===== config.mk =====
export PLATFORM = sky130hd
export DESIGN_NAME = supv_reset_seq
export DESIGN_NICKNAME = d
export VERILOG_FILES = /design/src/rtl/supv_pkg.sv /design/src/rtl/supv_sync.sv /design/src/rtl/supv_mr_filter.sv /design/src/rtl/supv_hold_timer.sv /design/src/rtl/supv_reset_seq.sv
export SDC_FILE = /design/constraint.sdc
export NUM_CORES = 1
export LEC_CHECK = 0
export ABC_AREA = 0
export BUFFER_PORTS_ARGS = -buffer_cell sky130_fd_sc_hd__buf_2
export CAP_MARGIN = 20
export CORE_MARGIN = 1
export CORE_UTILIZATION = 41
export DETAILED_ROUTE_END_ITERATION = 6
export PLACE_DENSITY = 0.59
export SYNTH_ARGS = -nofsm -noshare
export SYNTH_HDL_FRONTEND = slang
export SYNTH_HIERARCHICAL = 1
export SYNTH_SLANG_ARGS = --single-unit

===== constraint.sdc =====
create_clock -name clk -period 8.4 [get_ports clk]
set_input_delay 1.26 -clock clk [delete_from_list [all_inputs] [get_ports clk]]
set_output_delay 1.26 -clock clk [all_outputs]
set_load 0.05 [all_outputs]

===== src/rtl/supv_pkg.sv =====
package supv_pkg;

  // Release timer phases.
  typedef enum logic [1:0] {
    TMR_HOLD  = 2'd0,  // a cause is active, count held at zero
    TMR_COUNT = 2'd1,  // all causes clear, counting towards release
    TMR_OPEN  = 2'd2   // reset released
  } tmr_state_e;

  // Width needed to hold values 0..n.
  function automatic int unsigned cnt_width(input int unsigned n);
    return (n < 2) ? 1 : $clog2(n + 1);
  endfunction

endpackage


===== src/rtl/supv_sync.sv =====
module supv_sync #(
  parameter int unsigned STAGES  = 2,
  parameter logic        RST_VAL = 1'b0
) (
  input  logic clk,
  input  logic rst,
  input  logic d,
  output logic q
);

  logic [STAGES-1:0] sh;

  generate
    if (STAGES == 1) begin : g_single
      always_ff @(posedge clk) begin
        if (rst) sh <= RST_VAL;
        else     sh <= d;
      end
    end else begin : g_chain
      always_ff @(posedge clk) begin
        if (rst) sh <= {STAGES{RST_VAL}};
        else     sh <= {sh[STAGES-2:0], d};
      end
    end
  endgenerate

  assign q = sh[STAGES-1];

endmodule


===== src/rtl/supv_mr_filter.sv =====
module supv_mr_filter #(
  parameter int unsigned MR_MIN = 55
) (
  input  logic clk,
  input  logic rst,
  input  logic mr_n_s,   // synchronised request, active low
  output logic mr_q      // qualified manual reset, active high
);

  import supv_pkg::*;

  localparam int unsigned RW = cnt_width(MR_MIN);
  localparam logic [RW-1:0] LIM = RW'(MR_MIN - 1);

  logic [RW-1:0] run_q, run_n;
  logic          qual_n;

  // run_q holds how many low samples preceded the current one (saturating).
  always_comb begin
    if (mr_n_s) begin
      run_n  = '0;
      qual_n = 1'b0;
    end else begin
      run_n  = (run_q >= LIM) ? run_q : run_q + 1'b1;
      qual_n = (run_q >= LIM);
    end
  end

  always_ff @(posedge clk) begin
    if (rst) begin
      run_q <= '0;
      mr_q  <= 1'b0;
    end else begin
      run_q <= run_n;
      mr_q  <= qual_n;
    end
  end

endmodule


===== src/rtl/supv_hold_timer.sv =====
module supv_hold_timer #(
  parameter int unsigned TIMEOUT = 20_000_000
) (
  input  logic clk,
  input  logic rst,
  input  logic cause,        // any reset cause active this cycle
  output logic rst_hi_q,
  output logic rst_lo_n_q
);

  import supv_pkg::*;

  localparam int unsigned CW = cnt_width(TIMEOUT);
  localparam logic [CW-1:0] TLIM = CW'(TIMEOUT);

  tmr_state_e    st_q, st_n;
  logic [CW-1:0] cnt_q, cnt_n, cnt_inc;

  assign cnt_inc = cnt_q + 1'b1;

  always_comb begin
    st_n  = st_q;
    cnt_n = cnt_q;
    if (cause) begin
      st_n  = TMR_HOLD;
      cnt_n = '0;
    end else begin
      unique case (st_q)
        TMR_HOLD, TMR_COUNT: begin
          if (cnt_inc >= TLIM) begin
            st_n  = TMR_OPEN;
            cnt_n = '0;
          end else begin
            st_n  = TMR_COUNT;
            cnt_n = cnt_inc;
          end
        end
        default: begin
          st_n  = TMR_OPEN;
          cnt_n = '0;
        end
      endcase
    end
  end

  always_ff @(posedge clk) begin
    if (rst) begin
      st_q       <= TMR_HOLD;
      cnt_q      <= '0;
      rst_hi_q   <= 1'b1;
      rst_lo_n_q <= 1'b0;
    end else begin
      st_q       <= st_n;
      cnt_q      <= cnt_n;
      rst_hi_q   <= (st_n != TMR_OPEN);
      rst_lo_n_q <= (st_n == TMR_OPEN);
    end
  end

endmodule


===== src/rtl/supv_reset_seq.sv =====
module supv_reset_seq #(
  parameter int unsigned TIMEOUT     = 20_000_000,  // 200 ms at 100 MHz
  parameter int unsigned MR_MIN      = 55,          // 550 ns at 100 MHz
  parameter int unsigned SYNC_STAGES = 2
) (
  input  logic clk,
  input  logic rst,
  input  logic supply_ok_i,
  input  logic mr_n_i,
  input  logic pf_flag_i,
  output logic reset_hi_o,
  output logic reset_lo_n_o,
  output logic pf_o
);

  logic ok_s;
  logic mr_s_n;
  logic mr_q;
  logic cause;

  supv_sync #(.STAGES(SYNC_STAGES), .RST_VAL(1'b0)) u_sync_ok (
    .clk(clk), .rst(rst), .d(supply_ok_i), .q(ok_s)
  );

  supv_sync #(.STAGES(SYNC_STAGES), .RST_VAL(1'b1)) u_sync_mr (
    .clk(clk), .rst(rst), .d(mr_n_i), .q(mr_s_n)
  );

  supv_mr_filter #(.MR_MIN(MR_MIN)) u_mr (
    .clk(clk), .rst(rst), .mr_n_s(mr_s_n), .mr_q(mr_q)
  );

  assign cause = ~ok_s | mr_q;

  supv_hold_timer #(.TIMEOUT(TIMEOUT)) u_tmr (
    .clk(clk), .rst(rst), .cause(cause),
    .rst_hi_q(reset_hi_o), .rst_lo_n_q(reset_lo_n_o)
  );

  // Power-fail output is a straight pass-through of the comparator flag.
  assign pf_o = pf_flag_i;

endmodule


Yosys cells after proc, flatten, opt, wreduce, memory -nomap -nowiden:

Cells that the tools add are included.

* output and inout bits: 3
* flip-flop bits (word level): 40
* input bits: 5
* logic and storage cells: 25

* $lt $le $gt $ge: 2
* bitwise logic cells: 3
* reduce and logical (&&, ||, !) cells: 4
* eq/ne operators: 3
* multiplexer cells: 3
* add/subtract/negate cells: 2

Operator list (number)
* $add A25 B1 Y25 const B: 1
* $ge A25 B25 Y1 const B: 1
* $add A6 B1 Y6 const B: 1
* $ge A6 B6 Y1 const B: 1
* $mux W2: 3
* $reduce_or A2 Y1: 2
* $reduce_or A4 Y1: 1
* $eq A2 B1 Y1 const B: 1
* $eq A2 B2 Y1 const B: 1
* $logic_not A2 Y1: 1
* $ne A2 B2 Y1 const B: 1
* $not A1 Y1: 2
* $or A1 B1 Y1: 1

Longest topological paths before layout:

* depth in word-level cells: 6
* gate-level depth with buffers: 11
* depth with buffers taken out: 8

Hierarchy:

Netlist, hierarchy kept.

By module, submodules not included
* supv_hold_timer: instances 1, cells each 231, area an instance 1840.5 um2, sequential area each 560.5 um2
* supv_mr_filter: instances 1, cells each 37, area an instance 336.6 um2, sequential area each 140.1 um2
* supv_sync: instances 2, cells each 4, area an instance 52.6 um2, sequential area each 40.0 um2
* supv_reset_seq: instances 1, cells each 2, area an instance 13.8 um2, sequential area each 0.0 um2

Worst setup path before layout:

No wires, ideal clock.

* kind: register to register
* start point: register u_tmr.cnt_q[8]
* end point: register u_tmr.cnt_q[10]
* data required time: 8266 ps
* setup time: 134 ps
* clock period less this slack: 2766 ps
* cell stages (with the launch flop): 12
* path slack: 5634 ps
* path buffers: 4
* arrival time: 2633 ps
* cells stage by stage: dfxtp_1 -> buf_2 -> nand2_2 -> or4_1 -> buf_2 -> o31a_1 -> or4_1 -> a211oi_1 -> and4_1 -> buf_6 -> buf_6 -> nor4_1

* longest elaborated chain between the ends: 3

RTL lines
* start, declared: RTL line supv_hold_timer.sv:17 `logic [CW-1:0] cnt_q, cnt_n, cnt_inc;`
* start signal, assigned: RTL line supv_hold_timer.sv:54 `cnt_q <= cnt_n;`
* $add A25 B1 Y25 (*): RTL line supv_hold_timer.sv:19 `assign cnt_inc = cnt_q + 1'b1;`
* $ge A25 B25 Y1: RTL line supv_hold_timer.sv:30 `if (cnt_inc >= TLIM) begin`
* $reduce_or A4 Y1 (no source line)

Mark *: on every way between the ends. The rest lies on a longest branch, timed or not.
A chain may end at the register's enable or synchronous reset.

Final worst setup path:

* start point: register u_tmr.cnt_q[1]
* end point: register u_tmr.cnt_q[8]

Same word-level chain as after synthesis.

==> results.cfg <==
[cts]
cts_tree = built
clk_pin_slew_worst_paths_ns = 0.08
cts_made_buffers = 5
clock_latency_ns = 0.29
clk_path_buf_depth = 2
cts_hold_buf = 0
clock_sinks = 39
post_cts_buffers = 0
htree_levels = 2
cts-root-buf = clkbuf_8
cts_resized = 0

[timing]
fmaxAchievable_ghz = 0.269
setup_viol = 0
slew_headroom = 0.460
tns_ns = 0
drv_slew = 0
clock_skew_ns = 0.00457
finalCritPeriodShare = 0.443
hold_violations = 0
worst_slew_pin_slew_ns = 0.799
min_period_ns = 3.72
rsz0062_at_grt = false

[global_route]
grt_usage = 0.181
antenna_found_initial = 0
grt_pass1_wl_um = 8580
grt_overflow = 0
grt_pass1_vias = 1776
grt_max_degree = 24

[worst_setup_path]
startpoint = u_tmr/cnt_q[1]
start_kind = register
crit_chain = ha_1 > nand4_1 > nor4_4 > a21boi_1 > or4_1 > a211oi_1 > and4_1 > nor4_1
required_ns = 8.55
crit_fanout = 18
r2r_slack_ns = 4.68
ff2ff_path_depth = 8
slowest_stage = and4_1
reg2reg_to = u_tmr/cnt_q[8]
endpoint = u_tmr/cnt_q[8]
path_class = reg2reg
cp.arrival_ns = 3.87
r2r_start = u_tmr/cnt_q[1]
cp-end-kind = register
max_stage_delay_ns = 0.66

[floorplanning]
die_area_um2 = 5900
die_h_um = 76.8
core_um2 = 5240
fp.dieW_um = 76.8
placementRows = 26
start_util = 0.438
io_pins = 8

[logic_synthesis]
synthFlopType = dfxtp_1
yosysUniqueCellTypes = 60
synth_area_leader_cell = dfxtp_1
async_flop_share = 0
synth_top_area_frac = 0.340
syn_inst = 278
syn_nets = 286
synth_seq_cells = 39
yosys_warnings = 6
netlist_area_um2 = 2300
synth-edff-count = 0
syn_avg_cell_area_um2 = 8.26
synthTopCellsByArea = dfxtp_1 34%, nor4_1 6.0%, xor2_1 4.2%
seq_area_frac_synth = 0.340

[final_layout]
final_net_count = 278
diodes = 0
n_fill_cell = 529
area_growth_syn_to_layout_pct = 4.09
drive_gt1_frac = 0.0849

[power_and_ir_drop]
leakage_nw = 0.738
power_mw = 0.319
peakVddDrop_uv = 104
powerDensity_nw_per_um2 = 134

[detailed_routing]
drtAntennaViolNets = 0
num_vias = 1993
routed_wl_um = 5010
drt_iter0_markers = 185
routed_via_density = 5.84
dr.pass1.iters = 4
wl_per_cell_um = 14.7
drc = 0

[place]
dp_hpwl_um = 3570
port_buffers = 5
place_congestion = 0.828

[flow_run]
maxCapViolCount = 0

[outcome]
status = finished, final reports clean

[worst_hold_path]
hold_path.class = reg2reg
==> synthesized netlist by cell type (3+ instances only) <==
cell type / instances
dfxtp_1: 39
inv_1: 7
a21oi_1: 11
and4_1: 3
o21ai_0: 3
xor2_1: 11
nand2b_1: 4
buf_2: 11
nor2b_1: 3
ha_1: 3
nand3_1: 14
clkbuf_1: 5
and2_1: 3
or2_2: 3
nor2_1: 15
nand2_1: 23
o22ai_1: 4
o31ai_1: 3
nand4_1: 9
or4_1: 4
a31oi_1: 4
and3_1: 5
or2_1: 3
xnor2_1: 9
or3_1: 6
nor4_1: 22
nor3_1: 11
==> cell usage in the layout (no fill, tap or decap), types with 2 or more instances in the layout <==
cell        instances
a211oi_1            2
a21o_1              2
a21oi_1            11
a31oi_1             4
and2_1              3
and3_1              5
and4_1              3
buf_2               5
clkbuf_8            5
clkinvlp_4          2
dfxtp_1            39
ha_1                3
inv_1               7
mux2i_1             2
nand2_1            23
nand2b_1            4
nand3_1            14
nand4_1             9
nand4b_1            2
nor2_1             15
nor2b_1             3
nor3_1             11
nor4_1             22
nor4b_1             2
o211ai_1            2
o21ai_0             3
o22ai_1             4
o31ai_1             3
or2_1               3
or2_2               3
or3_1               6
or4_1               4
xnor2_1             9
xor2_1             11
==> critical path, delay by kind of cell (launching register included) <==
kind,cells,cell delay [ns]
flip-flops,1,0.53
AND/OR/NAND/NOR,5,2.27
AO/OA/AOI/OAI,2,0.38
adder cells (fa/ha/maj),1,0.39
==> cell type report <==
cell class / instances / area, µm² / share of cell area
multi-input cells: 212 / 1380 / 0.578
inverters: 7 / 26.3 / 0.0110
repair buffers: 5 / 25.0 / 0.0105
clock buffers: 5 / 68.8 / 0.0288
flip-flops and latches: 39 / 781 / 0.327
clock inverters: 3 / 20.0 / 0.00838
well taps: 70 / 87.6 / 0.0366
==> state kept, by name, summed over array words and instances, names as in the netlist <==
register and flops:
u_mr/mr_q 1, u_mr/run_q 6, u_sync_mr/sh 2, u_sync_ok/sh 2, u_tmr/cnt_q 25, u_tmr/rst_hi_q 1
u_tmr/rst_lo_n_q 1, u_tmr/st_q 1
==> cell families after synthesis <==
family          count (synthesis)  synth area share
mux                             3            0.0136
fa+ha+maj                       3            0.0164
compound gates                 45             0.139
flops                          39             0.340
buf+inv                        27            0.0583
xor+xnor                       20            0.0763
simple gates                  141             0.356
==> per-layer routing <==
layer / up-vias / share of wire / GRT usage
met5: - / 0 / 0
met4: 0 / 0.0072 / 0.0462
met3: 4 / 0.041 / 0.0357
met2: 46 / 0.46 / 0.290
met1: 919 / 0.49 / 0.247
li1: 1024 / - / -
==> how the worst min path moves through the flow <==
stage,from,endpoint,slack (ns),cells after the start
floorplan,u_sync_mr/sh[0],u_sync_mr/sh[1],0.38,1
global placement,u_sync_mr/sh[0],u_sync_mr/sh[1],0.39,1
detailed placement,u_sync_mr/sh[0],u_sync_mr/sh[1],0.40,1
CTS,u_sync_mr/sh[0],u_sync_mr/sh[1],0.42,1
global route,u_sync_mr/sh[0],u_sync_mr/sh[1],0.46,1
finish,u_sync_mr/sh[0],u_sync_mr/sh[1],0.42,1
==> power by group <==
| part | switching [mW] | internal [mW] |
|---|---|---|
| registers | 0.000903 | 0.186 |
| clock network | 0.0706 | 0.0578 |
| logic | 0.00252 | 0.00161 |
==> per-stage QoR <==
step                cells  cell area, µm²   util  hold slack (ns)  setup WS, ns
CTS                   341            2390  0.456            0.420          4.72
floorplan             278            2300      -            0.383          5.63
finish                341            2390  0.456            0.415          4.68
global route          341            2390  0.456            0.459          4.43
global placement      333            2300  0.439            0.388          4.71
detailed placement    333            2300  0.439            0.400          4.73
No activity file was read; power rests on OpenSTA's default activity.
